[src/rtl/nic_pci_pkg.sv]
package nic_pci_pkg;

  typedef enum logic [1:0] {
    ST_IDLE = 2'd0,
    ST_ACK  = 2'd1,
    ST_DATA = 2'd2,
    ST_REL  = 2'd3
  } tgt_state_e;

  localparam logic [3:0] CMD_CFG_RD = 4'b1010;
  localparam logic [3:0] CMD_CFG_WR = 4'b1011;
  localparam logic [3:0] CMD_MEM_RD = 4'b0110;
  localparam logic [3:0] CMD_MEM_WR = 4'b0111;

  localparam logic [5:0] CFG_IDX_ID  = 6'd0;
  localparam logic [5:0] CFG_IDX_BAR = 6'd4;

  localparam logic [7:0] OFF_BUSMODE = 8'h00;
  localparam logic [7:0] OFF_RXBASE  = 8'h18;
  localparam logic [7:0] OFF_TXBASE  = 8'h20;
  localparam logic [7:0] OFF_STATUS  = 8'h28;
  localparam logic [7:0] OFF_OPMODE  = 8'h30;

  // Replace the bytes whose active-low enable is asserted.
  function automatic logic [31:0] lane_merge(input logic [31:0] cur,
                                             input logic [31:0] nw,
                                             input logic [3:0]  be_n);
    logic [31:0] r;
    r = cur;
    for (int b = 0; b < 4; b++) begin
      if (!be_n[b]) r[8*b +: 8] = nw[8*b +: 8];
    end
    return r;
  endfunction

endpackage

[src/rtl/nic_pci_seq.sv]
module nic_pci_seq
  import nic_pci_pkg::*;
#(
  parameter int WIN_BITS = 7
) (
  input  logic        clk,
  input  logic        rst_n,
  input  logic [31:0] ad_i,
  input  logic [3:0]  cbe_n_i,
  input  logic        frame_n_i,
  input  logic        irdy_n_i,
  input  logic        idsel_i,
  input  logic [31:0] bar_i,
  output logic        devsel_n_o,
  output logic        trdy_n_o,
  output logic        tgt_oe_o,
  output logic        ad_oe_o,
  output logic        sel_cfg_o,
  output logic        is_wr_o,
  output logic [5:0]  idx_o,
  output logic        xfer_o
);

  tgt_state_e state_q, state_d;
  logic       frame_q;
  logic       devsel_q, devsel_d;
  logic       trdy_q, trdy_d;
  logic       oe_q, oe_d;
  logic       adoe_q, adoe_d;
  logic       cfg_q, cfg_d;
  logic       wr_q, wr_d;
  logic [5:0] idx_q, idx_d;

  logic addr_ph, cfg_hit, mem_hit, claim, xfer;

  assign addr_ph = !frame_n_i && frame_q && (state_q == ST_IDLE || state_q == ST_REL);
  assign cfg_hit = idsel_i && (ad_i[10:8] == 3'b000) &&
                   (cbe_n_i == CMD_CFG_RD || cbe_n_i == CMD_CFG_WR);
  assign mem_hit = (cbe_n_i == CMD_MEM_RD || cbe_n_i == CMD_MEM_WR) &&
                   (|bar_i[31:WIN_BITS]) &&
                   (ad_i[31:WIN_BITS] == bar_i[31:WIN_BITS]);
  assign claim   = addr_ph && (cfg_hit || mem_hit);
  assign xfer    = (state_q == ST_DATA) && !irdy_n_i && !trdy_q;

  always_comb begin
    state_d  = state_q;
    devsel_d = devsel_q;
    trdy_d   = trdy_q;
    oe_d     = oe_q;
    adoe_d   = adoe_q;
    cfg_d    = cfg_q;
    wr_d     = wr_q;
    idx_d    = idx_q;
    unique case (state_q)
      ST_IDLE, ST_REL: begin
        devsel_d = 1'b1;
        trdy_d   = 1'b1;
        oe_d     = 1'b0;
        state_d  = ST_IDLE;
        if (claim) begin
          state_d  = ST_ACK;
          devsel_d = 1'b0;
          oe_d     = 1'b1;
          cfg_d    = cfg_hit;
          wr_d     = cbe_n_i[0];
          idx_d    = ad_i[7:2];
        end
      end
      ST_ACK: begin
        state_d = ST_DATA;
        trdy_d  = 1'b0;
        adoe_d  = !wr_q;
      end
      ST_DATA: begin
        if (xfer) begin
          idx_d = idx_q + 6'd1;
          if (frame_n_i) begin
            state_d  = ST_REL;
            trdy_d   = 1'b1;
            devsel_d = 1'b1;
            adoe_d   = 1'b0;
          end
        end
      end
      default: state_d = ST_IDLE;
    endcase
  end

  always_ff @(posedge clk or negedge rst_n) begin
    if (!rst_n) begin
      state_q  <= ST_IDLE;
      frame_q  <= 1'b1;
      devsel_q <= 1'b1;
      trdy_q   <= 1'b1;
      oe_q     <= 1'b0;
      adoe_q   <= 1'b0;
      cfg_q    <= 1'b0;
      wr_q     <= 1'b0;
      idx_q    <= '0;
    end else begin
      state_q  <= state_d;
      frame_q  <= frame_n_i;
      devsel_q <= devsel_d;
      trdy_q   <= trdy_d;
      oe_q     <= oe_d;
      adoe_q   <= adoe_d;
      cfg_q    <= cfg_d;
      wr_q     <= wr_d;
      idx_q    <= idx_d;
    end
  end

  assign devsel_n_o = devsel_q;
  assign trdy_n_o   = trdy_q;
  assign tgt_oe_o   = oe_q;
  assign ad_oe_o    = adoe_q;
  assign sel_cfg_o  = cfg_q;
  assign is_wr_o    = wr_q;
  assign idx_o      = idx_q;
  assign xfer_o     = xfer;

endmodule

[src/rtl/nic_pci_cfg.sv]
module nic_pci_cfg
  import nic_pci_pkg::*;
#(
  parameter int          WIN_BITS = 7,
  parameter logic [31:0] ID_WORD  = 32'h0981104A
) (
  input  logic        clk,
  input  logic        rst_n,
  input  logic        we_i,
  input  logic [5:0]  idx_i,
  input  logic [31:0] wdata_i,
  input  logic [3:0]  be_n_i,
  output logic [31:0] rdata_o,
  output logic [31:0] bar_o
);

  localparam int BAR_W = 32 - WIN_BITS;

  logic [BAR_W-1:0] bar_q, bar_d;
  logic [31:0]      bar_full, bar_new;

  assign bar_full = {bar_q, {WIN_BITS{1'b0}}};
  assign bar_new  = lane_merge(bar_full, wdata_i, be_n_i);

  always_comb begin
    bar_d = bar_q;
    if (we_i && idx_i == CFG_IDX_BAR) bar_d = bar_new[31:WIN_BITS];
  end

  always_ff @(posedge clk or negedge rst_n) begin
    if (!rst_n) bar_q <= '0;
    else        bar_q <= bar_d;
  end

  always_comb begin
    unique case (idx_i)
      CFG_IDX_ID:  rdata_o = ID_WORD;
      CFG_IDX_BAR: rdata_o = bar_full;
      default:     rdata_o = '0;
    endcase
  end

  assign bar_o = bar_full;

endmodule

[src/rtl/nic_pci_csr.sv]
module nic_pci_csr
  import nic_pci_pkg::*;
#(
  parameter int WIN_BITS = 7
) (
  input  logic                clk,
  input  logic                rst_n,
  input  logic                we_i,
  input  logic [WIN_BITS-3:0] idx_i,
  input  logic [31:0]         wdata_i,
  input  logic [3:0]          be_n_i,
  input  logic [2:0]          tx_state_i,
  input  logic [2:0]          rx_state_i,
  input  logic                fatal_err_i,
  input  logic [2:0]          err_type_i,
  output logic [31:0]         rdata_o,
  output logic [31:0]         bus_mode_o,
  output logic [31:0]         rx_base_o,
  output logic [31:0]         tx_base_o,
  output logic [31:0]         op_mode_o,
  output logic                soft_rst_o
);

  logic [7:0]  off;
  logic [31:0] bm_q, bm_d, rx_q, rx_d, tx_q, tx_d, om_q, om_d;
  logic        sr_q, sr_d;
  logic [31:0] status;

  assign off = 8'(idx_i) << 2;

  always_comb begin
    status        = '0;
    status[22:20] = tx_state_i;
    status[19:17] = rx_state_i;
    status[13]    = fatal_err_i;
    if (fatal_err_i) status[25:23] = err_type_i;
  end

  always_comb begin
    bm_d = bm_q;
    rx_d = rx_q;
    tx_d = tx_q;
    om_d = om_q;
    sr_d = 1'b0;
    if (we_i) begin
      unique case (off)
        OFF_BUSMODE: begin
          if (!be_n_i[0] && wdata_i[0]) begin
            sr_d = 1'b1;
            bm_d = '0;
            rx_d = '0;
            tx_d = '0;
            om_d = '0;
          end else begin
            bm_d = lane_merge(bm_q, wdata_i, be_n_i) & ~32'd1;
          end
        end
        OFF_RXBASE: rx_d = lane_merge(rx_q, wdata_i, be_n_i);
        OFF_TXBASE: tx_d = lane_merge(tx_q, wdata_i, be_n_i);
        OFF_OPMODE: om_d = lane_merge(om_q, wdata_i, be_n_i);
        default: ;
      endcase
    end
  end

  always_ff @(posedge clk or negedge rst_n) begin
    if (!rst_n) begin
      bm_q <= '0;
      rx_q <= '0;
      tx_q <= '0;
      om_q <= '0;
      sr_q <= 1'b0;
    end else begin
      bm_q <= bm_d;
      rx_q <= rx_d;
      tx_q <= tx_d;
      om_q <= om_d;
      sr_q <= sr_d;
    end
  end

  always_comb begin
    unique case (off)
      OFF_BUSMODE: rdata_o = bm_q;
      OFF_RXBASE:  rdata_o = rx_q;
      OFF_TXBASE:  rdata_o = tx_q;
      OFF_STATUS:  rdata_o = status;
      OFF_OPMODE:  rdata_o = om_q;
      default:     rdata_o = '0;
    endcase
  end

  assign bus_mode_o = bm_q;
  assign rx_base_o  = rx_q;
  assign tx_base_o  = tx_q;
  assign op_mode_o  = om_q;
  assign soft_rst_o = sr_q;

endmodule

[src/rtl/nic_pci_target.sv]
module nic_pci_target
  import nic_pci_pkg::*;
#(
  parameter int          WIN_BITS = 7,
  parameter logic [31:0] ID_WORD  = 32'h0981104A
) (
  input  logic        clk,
  input  logic        rst_n,
  input  logic [31:0] ad_i,
  output logic [31:0] ad_o,
  output logic        ad_oe_o,
  input  logic [3:0]  cbe_n_i,
  input  logic        frame_n_i,
  input  logic        irdy_n_i,
  input  logic        idsel_i,
  output logic        devsel_n_o,
  output logic        trdy_n_o,
  output logic        stop_n_o,
  output logic        tgt_oe_o,
  input  logic [2:0]  tx_state_i,
  input  logic [2:0]  rx_state_i,
  input  logic        fatal_err_i,
  input  logic [2:0]  err_type_i,
  output logic [31:0] bus_mode_o,
  output logic [31:0] rx_base_o,
  output logic [31:0] tx_base_o,
  output logic [31:0] op_mode_o,
  output logic        soft_rst_o
);

  localparam int CSR_IDX_W = WIN_BITS - 2;

  logic [1:0]  rst_sync;
  logic        rst_int_n;
  logic [31:0] bar, cfg_rdata, csr_rdata;
  logic        sel_cfg, is_wr, xfer;
  logic [5:0]  idx;

  // Assert asynchronously, release on the clock.
  always_ff @(posedge clk or negedge rst_n) begin
    if (!rst_n) rst_sync <= 2'b00;
    else        rst_sync <= {rst_sync[0], 1'b1};
  end
  assign rst_int_n = rst_sync[1];

  nic_pci_seq #(.WIN_BITS(WIN_BITS)) u_seq (
    .clk(clk), .rst_n(rst_int_n), .ad_i(ad_i), .cbe_n_i(cbe_n_i),
    .frame_n_i(frame_n_i), .irdy_n_i(irdy_n_i), .idsel_i(idsel_i),
    .bar_i(bar), .devsel_n_o(devsel_n_o), .trdy_n_o(trdy_n_o),
    .tgt_oe_o(tgt_oe_o), .ad_oe_o(ad_oe_o), .sel_cfg_o(sel_cfg),
    .is_wr_o(is_wr), .idx_o(idx), .xfer_o(xfer)
  );

  nic_pci_cfg #(.WIN_BITS(WIN_BITS), .ID_WORD(ID_WORD)) u_cfg (
    .clk(clk), .rst_n(rst_int_n), .we_i(xfer && is_wr && sel_cfg),
    .idx_i(idx), .wdata_i(ad_i), .be_n_i(cbe_n_i),
    .rdata_o(cfg_rdata), .bar_o(bar)
  );

  nic_pci_csr #(.WIN_BITS(WIN_BITS)) u_csr (
    .clk(clk), .rst_n(rst_int_n), .we_i(xfer && is_wr && !sel_cfg),
    .idx_i(idx[CSR_IDX_W-1:0]), .wdata_i(ad_i), .be_n_i(cbe_n_i),
    .tx_state_i(tx_state_i), .rx_state_i(rx_state_i),
    .fatal_err_i(fatal_err_i), .err_type_i(err_type_i),
    .rdata_o(csr_rdata), .bus_mode_o(bus_mode_o), .rx_base_o(rx_base_o),
    .tx_base_o(tx_base_o), .op_mode_o(op_mode_o), .soft_rst_o(soft_rst_o)
  );

  assign ad_o     = sel_cfg ? cfg_rdata : csr_rdata;
  assign stop_n_o = 1'b1;

endmodule

[config.mk]
export PLATFORM = sky130hd
export DESIGN_NAME = nic_pci_target
export DESIGN_NICKNAME = d
export VERILOG_FILES = /design/src/rtl/nic_pci_pkg.sv /design/src/rtl/nic_pci_seq.sv /design/src/rtl/nic_pci_cfg.sv /design/src/rtl/nic_pci_csr.sv /design/src/rtl/nic_pci_target.sv
export SDC_FILE = /design/constraint.sdc
export NUM_CORES = 1
export LEC_CHECK = 0
export ABC_CLOCK_PERIOD_IN_PS = 12100
export BUFFER_PORTS_ARGS = -buffer_cell sky130_fd_sc_hd__buf_2
export CAP_MARGIN = 20
export CORE_ASPECT_RATIO = 1.75
export CORE_MARGIN = 5
export CORE_UTILIZATION = 58
export CTS_CLUSTER_DIAMETER = 50
export DETAILED_ROUTE_END_ITERATION = 7
export PLACE_DENSITY = 0.86
export SLEW_MARGIN = 0
export SYNTH_ARGS = -nofsm -noshare
export SYNTH_HDL_FRONTEND = slang
export SYNTH_SLANG_ARGS = --single-unit
[constraint.sdc]
create_clock -name clk -period 12.1 [get_ports clk]
set_input_delay 1.815 -clock clk [delete_from_list [all_inputs] [get_ports clk]]
set_output_delay 1.815 -clock clk [all_outputs]
set_load 0.01 [all_outputs]
Word level (Yosys, flattened, before mapping). Index checks and enable logic that the tools add are counted.

Output and inout port bits: 166. Input port bits: 51. Word-level logic and storage cells: 164. Register bits after elaboration: 171.

$add $sub $neg: 1. Reduce and logical (&&, ||, !) cells: 61. Multiplexer cells: 33. Eq/ne operators: 33. Bitwise operators: 4.

Operators by type and width (count): $pmux 32 s2 (4); $pmux 32 s5 (1); $mux 32 (3); $reduce_and 4->1 (12); $mux 8 (5); $ne 2x2->1 const B (14); $eq 25x25->1 (1); $reduce_or 25->1 (1); $reduce_and 3->1 (7); $eq 5x4->1 const B (3); $logic_and 1x1->1 (14); $reduce_and 2->1 (7); $mux 6 (2); $ne 2x1->1 const B (6); $pmux 6 s2 (1); $mux 1 (10); $reduce_bool 2->1 (5); $eq 4x3->1 const B (2); $eq 4x4->1 const B (2); $logic_not 8->1 (1); $add 6x1->6 const B (1); $eq 6x3->1 const B (1); $logic_not 1->1 (6); $logic_not 6->1 (1); other kinds (13) (22).

Longest topological paths before layout. Gate-level depths: netlist of run 1.

Word-level depth: 8. Depth in mapped cells: 10. Depth with buffers taken out: 8.

Cells and area by module. From an unflattened synthesis of run 1, not the netlist that was laid out.

Cell total of the unflattened synthesis: 812. Area total of the unflattened synthesis: 9059.9 µm².

By module, submodules not included: nic_pci_csr (cells an instance 511, instances 1, area each 5848.1 µm², sequential area each 3203.1 µm²); nic_pci_seq (cells an instance 152, instances 1, area each 1315.0 µm², sequential area each 379.1 µm²); nic_pci_cfg (cells an instance 107, instances 1, area each 1288.7 µm², sequential area each 625.6 µm²); nic_pci_target (cells an instance 42, instances 1, area each 608.1 µm², sequential area each 50.0 µm²).

Worst setup path before layout of run 1. OpenSTA, ideal clock, no wires.

Path kind: in2out. Start point: in fatal_err_i. End point: out ad_o[13]. Buffers on the path: 0. Stages on the path: 4. Data required time: 10.285 ns. Path slack: 7.836 ns. Arrival time: 2.449 ns. Path through: and2_1 -> a221o_1 -> a21oi_1 -> o21ai_0.

Cells in the longest elaborated chain, start to end: 2.

Ends and longest elaborated chain: start, declared (line nic_pci_target.sv:22) `input logic fatal_err_i,`; $pmux 32 s5 (line nic_pci_csr.sv:83) `unique case (off)`; $mux 32 (line nic_pci_target.sv:69) `assign ad_o = sel_cfg ? cfg_rdata : csr_rdata;`; end, declared (line nic_pci_target.sv:10) `output logic [31:0] ad_o,`.

Every way passes these cells.

Final worst setup path of run 1.
Start point: reg u_seq.idx_q[3] (netlist: u_seq.idx_o[3]). End point: out ad_o[12].

Cells in the longest elaborated chain, start to end: 3. Elaborated cells between the ends (all ways): 10. Those cells by class: eq/ne (5); mux (3); reduce/logical (2).

Ends and longest elaborated chain: start, declared (line nic_pci_seq.sv:32) `logic [5:0] idx_q, idx_d;`; start signal, assigned (line nic_pci_seq.sv:109) `idx_q <= idx_d;`; $eq 5x4->1, or another cell as far along (line nic_pci_csr.sv:83); $pmux 32 s5 / $pmux 32 s2 (equally long branches) (line nic_pci_csr.sv:83, nic_pci_cfg.sv:36); $mux 32 (*) (line nic_pci_target.sv:69).

Mark *: on every way between the ends. The rest lies on a longest branch, timed or not.

==> flow_metrics.py, run 1 <==
metrics = {
    "yosys": {
        "synth_top_area_frac": 0.473,
        "async_flop_share": 1.00,
        "synthDistinctLibCells": 64,
        "synth_cells": 915,
        "yosys.area_share.simple": 0.144,
        "yosys.area_share.adder": 0.00850,
        "muxShareOfSynthArea": 0.0658,
        "yosysWarningCount": 0,
        "ys_ff_latch": 170,
        "synth_enable_flop_cells": 0,
        "avgSynthCellArea_um2": 9.66,
        "synth_ff_type": "dfrtp_1",
        "synth.cell_area_mm2": 0.00884,
        "yosysSeqAreaShare": 0.482,
        "synth.largest_area_cell": "dfrtp_1",
        "synthTopCellsByCount": "167 x dfrtp_1, 167 x nand2_1, 145 x o21ai_0",
        "synthTopCellsByArea": "dfrtp_1 47%, o21ai_0 8.2%, nand2_1 7.1%, a22oi_1 5.3%, mux2_2 5.0%",
        "synth_top_family_by_area": "compound AO/OA/AOI/OAI gates",
        "synth_xor_area_frac": 0.0258,
        "synth-compound-area-share": 0.235,
    },
    "die": {
        "dieArea_mm2": 0.0179,
        "core_area_mm2": 0.0149,
        "row_count": 59,
        "pin_count": 217,
        "die_h_um": 173,
        "start_util": 0.593,
        "die_w_um": 103,
    },
    "placement": {
        "port_buffers": 214,
        "dp_hpwl_mm": 20.6,
        "globalplace.congestion": 0.907,
    },
    "routing": {
        "totalWireLength_mm": 30.2,
        "num_vias": 8623,
        "wl_per_cell_um": 23.3,
        "ant_nets": 0,
        "drc_errors": 0,
        "drt_first_iter_violations": 942,
        "vias_per_cell": 6.64,
        "dr.pass1.iters": 8,
    },
    "global_route": {
        "antenna_found_initial": 0,
        "overflow": 0,
        "grt_pass1_vias": 8761,
        "grt_max_degree": 82,
        "grt_use_total": 0.338,
        "grt_first_pass_wirelength_mm": 46.8,
    },
    "layout": {
        "nNetsFinal": 1160,
        "areaGrowthSynthToFinish_pct": 20.7,
        "final_layout_size_suffix_gt1_frac": 0.295,
        "diodes": 0,
        "nFillCells": 1172,
        "fin_util": 0.715,
    },
    "status": {
        "status": "completed",
    },
    "cts": {
        "htreeDepth": 4,
        "clockRootBuffer": "clkbuf_16",
        "clk_path_buf_depth": 2,
        "clk_pin_slew_ns": 0.07,
        "cts_tree": "done",
        "post_cts_buffers": 0,
        "clk_latency_ns": 0.43,
        "cts.sinks": 170,
        "ctsHoldBuffers": 0,
        "ctsResizeCount": 0,
        "numCtsBuffers": 17,
    },
    "pwr": {
        "ir_drop_v": 0.000110,
        "p_total_mw": 1.52,
        "p_leak_nw": 5.03,
        "powerDensity_mw_per_mm2": 142,
    },
    "sta": {
        "clock.fmax_mhz": 193,
        "post-route-period-util": 0.427,
        "hold_viol": 0,
        "worst_pin_slew_ns": 0.907,
        "relSlewSlack": 0.394,
        "setup_viol": 0,
        "drv_slew": 0,
        "finClkSkew_ns": 0.0103,
        "rsz0062_at_grt": "no",
        "finalCriticalPeriod_ns": 5.17,
        "fin_setup_tns_ns": 0,
    },
    "worst_setup_path": {
        "crit_arrival_ns": 3.36,
        "criticalPathCategory": "reg2out",
        "worstSetupEndpointType": "primary output",
        "critPathLaunchType": "flip-flop",
        "required_ns": 10.28,
        "crit_fanout": 52,
    },
    "min_path": {
        "hold_class": "reg2async",
    },
    "flow_run": {
        "maxCapViolations": 0,
    },
}
[power by group]
| group | internal (mW) | switching [mW] |
|---|---|---|
| clock network | 0.294 | 0.246 |
| registers | 0.589 | 0.0326 |
| logic | 0.121 | 0.236 |
| total | 1.00 | 0.515 |
[cell families after synthesis]
group / count (synthesis)
DFF: 170
adders and majority gates: 6
muxes: 53
other: 2
xor gates and xnor gates: 26
AOI/OAI and AO/OA: 314
buffers and inverters: 78
and+or+nand+nor: 266
[per-layer routing]
layer,share of wire,GRT usage,vias to the layer above
li1,-,-,3726
met2,0.51,0.565,603
met4,0.056,0.195,0
met1,0.34,0.398,4152
met3,0.092,0.0592,142
met5,0,0,-
[area by class of cell]
cell class	count	area, um2	area share
multi-input cells	668	4270	0.401
clock inverters	14	138	0.0129
repair buffers	230	1260	0.118
inverters	16	60.1	0.00563
flip-flops and latches	170	4260	0.400
clock buffers	18	439	0.0412
well taps	183	229	0.0215
[critical path: stages, from the launching register on]
cell,delay (ns)
dfrtp_2,0.34
buf_4,0.59
nand2_1,0.21
nor2_2,0.66
buf_4,0.44
a222oi_1,0.20
o22ai_1,0.28
buf_2,0.18
[path summary, 6_finish.rpt]
| kind | from | end | slack [ns] | depth (start not counted) |
|---|---|---|---|---|
| max reg2reg | u_seq.state_q[0] | u_csr.tx_base_o[19] | 8.39 | 8 |
| max | u_seq.idx_o[3] | ad_o[12] | 6.93 | 7 |
| max in group asynchronous | rst_sync[1] | u_csr.tx_base_o[27] | 10.09 | 3 |
| min in group clk | rst_sync[0] | rst_sync[1] | 0.35 | 0 |
| min reg2reg | rst_sync[1] | u_csr.rx_base_o[20] | 0.27 | 0 |
| min | rst_sync[1] | u_csr.rx_base_o[20] | 0.27 | 0 |
[flip-flops by register name (all words and copies together) (netlist names)]
register	cells
u_csr.bus_mode_o	31
u_seq.ad_oe_o	1
u_seq.tgt_oe_o	1
rst_sync	2
u_csr.tx_base_o	32
u_csr.op_mode_o	32
u_seq.sel_cfg_o	1
u_seq.trdy_n_o	1
u_cfg.bar_q	25
u_seq.frame_q	1
u_seq.devsel_n_o	1
u_seq.idx_o	6
u_csr.soft_rst_o	1
u_csr.rx_base_o	32
u_seq.state_q	2
u_seq.is_wr_o	1
[metrics by stage]
step | setup WS (ns) | std cells | hold WS, ns | area (um2)
after floorplan | 7.02 | 916 | 0.331 | 8840
after global placement | 7.44 | 1260 | 0.267 | 9960
after detailed placement | 7.43 | 1261 | 0.282 | 9980
after CTS | 7.01 | 1293 | 0.280 | 10600
after global routing | 6.82 | 1299 | 0.304 | 10700
final | 6.93 | 1299 | 0.266 | 10700
[layout by cell type (no fill, tap or decap), types with 5 or more instances in the layout]
cell type | netlist | routed
buf_2 | 17 | 214
mux2_2 | 39 | 39
clkbuf_16 | 0 | 17
o21ai_0 | 145 | 144
a221oi_1 | 9 | 9
nand4_1 | 5 | 5
a21oi_1 | 13 | 13
dfrtp_1 | 167 | 165
nand3b_1 | 8 | 8
inv_1 | 16 | 16
a22o_1 | 31 | 31
xnor2_1 | 12 | 12
a222oi_1 | 21 | 21
xor2_1 | 14 | 14
a21o_1 | 5 | 5
nor4_1 | 8 | 8
a22oi_1 | 62 | 62
nor2_2 | 4 | 6
mux2i_1 | 12 | 12
nor2_1 | 26 | 23
nand2_1 | 167 | 167
nor3_1 | 7 | 7
nand2b_1 | 6 | 6
buf_4 | 3 | 12
ha_1 | 6 | 6
nand3_1 | 6 | 6
nor2b_1 | 6 | 6
(Power assumes the default switching activity.)
==> inputs of run 2 (changes only) <==
--- a/config.mk
+++ b/config.mk
@@ -5,15 +5,15 @@
 export SDC_FILE = /design/constraint.sdc
 export NUM_CORES = 1
 export LEC_CHECK = 0
-export ABC_CLOCK_PERIOD_IN_PS = 12100
+export ABC_CLOCK_PERIOD_IN_PS = 4800
 export BUFFER_PORTS_ARGS = -buffer_cell sky130_fd_sc_hd__buf_2
 export CAP_MARGIN = 20
 export CORE_ASPECT_RATIO = 1.75
 export CORE_MARGIN = 5
-export CORE_UTILIZATION = 58
+export CORE_UTILIZATION = 54
 export CTS_CLUSTER_DIAMETER = 50
 export DETAILED_ROUTE_END_ITERATION = 7
-export PLACE_DENSITY = 0.86
+export PLACE_DENSITY = 0.81
 export SLEW_MARGIN = 0
 export SYNTH_ARGS = -nofsm -noshare
 export SYNTH_HDL_FRONTEND = slang
==> constraint.sdc (replaced) <==
create_clock -name clk -period 4.8 [get_ports clk]
set_input_delay 0.72 -clock clk [delete_from_list [all_inputs] [get_ports clk]]
set_output_delay 0.72 -clock clk [all_outputs]
set_load 0.01 [all_outputs]
==> run 2 against run 1 <==
Net effect: final cell count is 0.85% higher; global-route usage is 3.2 points lower; routed wire length is 3.4% lower; clock-buffer cell count is 3 higher; sequential share of layout area is 0.12 points lower; design area is 0.30% higher; non-clock buffer count is 2 higher; critical path type unchanged; largest cell class unchanged; largest power group unchanged.
==> flow_metrics.py, run 2 (synthesis results as in run 1) <==
metrics = {
    "worst_setup_path": {
        "critical-path-slowest-cell": "dfrtp_2",
        "worstSetupEndpointType": "primary output",
        "reg2reg_setup_slack_ns": 1.65,
        "worstRegToRegCells": 9,
        "rr_endpoint": "u_csr.tx_base_o[17]",
        "crit_arrival_ns": 3.08,
        "criticalPathCategory": "reg2out",
        "critPathLaunchType": "flip-flop",
        "reg2reg_from": "u_seq.state_q[0]",
        "crit_fanout": 29,
        "required_ns": 4.08,
        "path_cells": "nand3b_1 -> nor2_4 -> buf_4 -> a222oi_1 -> o22ai_1 -> buf_2",
        "max_stage_delay_ns": 0.69,
    },
    "placement": {
        "dp_hpwl_mm": 21.1,
        "port_buffers": 214,
        "globalplace.congestion": 0.980,
    },
    "pwr": {
        "p_leak_nw": 5.04,
        "ir_drop_v": 0.000231,
        "powerDensity_mw_per_mm2": 363,
        "p_total_mw": 3.88,
    },
    "sta": {
        "fin_setup_tns_ns": 0,
        "clock.fmax_mhz": 263,
        "relSlewSlack": 0.234,
        "finClkSkew_ns": 0.0102,
        "setup_viol": 0,
        "finalCriticalPeriod_ns": 3.80,
        "rsz0062_at_grt": "no",
        "worst_pin_slew_ns": 1.14,
        "hold_viol": 0,
        "drv_slew": 0,
        "post-route-period-util": 0.792,
    },
    "routing": {
        "dr.pass1.iters": 6,
        "drt_first_iter_violations": 799,
        "wl_per_cell_um": 22.3,
        "vias_per_cell": 6.39,
        "totalWireLength_mm": 29.2,
        "ant_nets": 0,
        "drc_errors": 0,
        "num_vias": 8372,
    },
    "layout": {
        "final_common_cell": "buf_2",
        "areaGrowthSynthToFinish_pct": 21.0,
        "final_layout_size_suffix_gt1_frac": 0.295,
        "diodes": 0,
        "nNetsFinal": 1162,
        "final_cell_mix": "214 x buf_2, 167 x nand2_1, 165 x dfrtp_1",
        "fin_util": 0.656,
    },
    "status": {
        "status": "completed",
    },
    "die": {
        "dieArea_mm2": 0.0191,
        "start_util": 0.542,
        "die_h_um": 179,
        "row_count": 62,
        "die_w_um": 107,
        "pin_count": 217,
        "core_area_mm2": 0.0163,
    },
    "global_route": {
        "antenna_found_initial": 0,
        "grt_use_total": 0.306,
        "grt_first_pass_wirelength_mm": 45.6,
        "overflow": 0,
        "grt_max_degree": 73,
        "grt_pass1_vias": 8252,
    },
    "cts": {
        "cts_tree": "done",
        "numCtsBuffers": 17,
        "cts.sinks": 170,
        "clk_pin_slew_ns": 0.07,
        "clockRootBuffer": "clkbuf_16",
        "clk_path_buf_depth": 2,
        "post_cts_buffers": 0,
        "htreeDepth": 4,
        "clk_latency_ns": 0.43,
        "ctsResizeCount": 0,
        "ctsHoldBuffers": 0,
    },
    "min_path": {
        "hold_class": "in2async",
    },
    "flow_run": {
        "maxCapViolations": 0,
    },
}
-- run 2: cell types whose count changed in the layout (fill, tap and decap cells not counted), moves of 2 or more --
cell       previous run  this run
bufinv_16             1         3
buf_16                3         0
buf_4                12        16
clkbuf_8              1         3
clkinv_2              2         0
inv_6                 4         2
-- run 2: layout make-up --
type	instances	area (um2)
clock buffer	21	470
clock inverter	11	160
fill	1349	5600
inverter	16	60.1
multi-input combinational	668	4270
sequential	170	4260
tap	192	240
timing repair buffer	232	1230
-- run 2: per-layer routing --
layer | GRT usage | wire (um)
met1 | 0.367 | 10600
met2 | 0.523 | 15000
met3 | 0.0523 | 2260
met4 | 0.164 | 1360
met5 | 0 | 0
-- run 2: critical path, delay by kind of cell (launching register included) --
| family | cells | cell delay, ns |
|---|---|---|
| buf+inv | 2 | 0.63 |
| simple gates | 2 | 0.91 |
| compound gates | 2 | 0.39 |
| flops | 1 | 0.69 |
-- run 2: report_power, final --
part           leakage [nW]  switching [mW]  internal (mW)
clock network         0.302           0.583          0.870
logic                  2.44           0.523          0.288
registers              2.29           0.136           1.48
-- run 2: worst max path at each step --
stage                     slack (ns)      startpoint        endpoint  cells past startpoint
after detailed placement        1.44  u_seq.idx_o[3]         ad_o[8]                      5
final                            1.0  u_seq.idx_o[3]        ad_o[12]                      6
after floorplan                 1.99     rst_sync[1]  u_cfg.bar_q[0]                      0
after CTS                       1.00  u_seq.idx_o[3]        ad_o[31]                      5
after global placement          1.57  u_seq.idx_o[3]        ad_o[13]                      7
after global routing            0.87  u_seq.idx_o[3]        ad_o[12]                      6
-- run 2: metrics by stage --
stage	instances	instance area (um2)	setup WS (ns)	hold slack, ns
6_report	1310	10700	1.00	0.0636
5_1_grt	1310	10700	0.866	0.0539
4_1_cts	1307	10700	1.00	0.0542
3_5_place_dp	1275	10000	1.44	0.339
3_3_place_gp	1275	10000	1.57	0.341
2_1_floorplan	916	8840	1.99	0.331
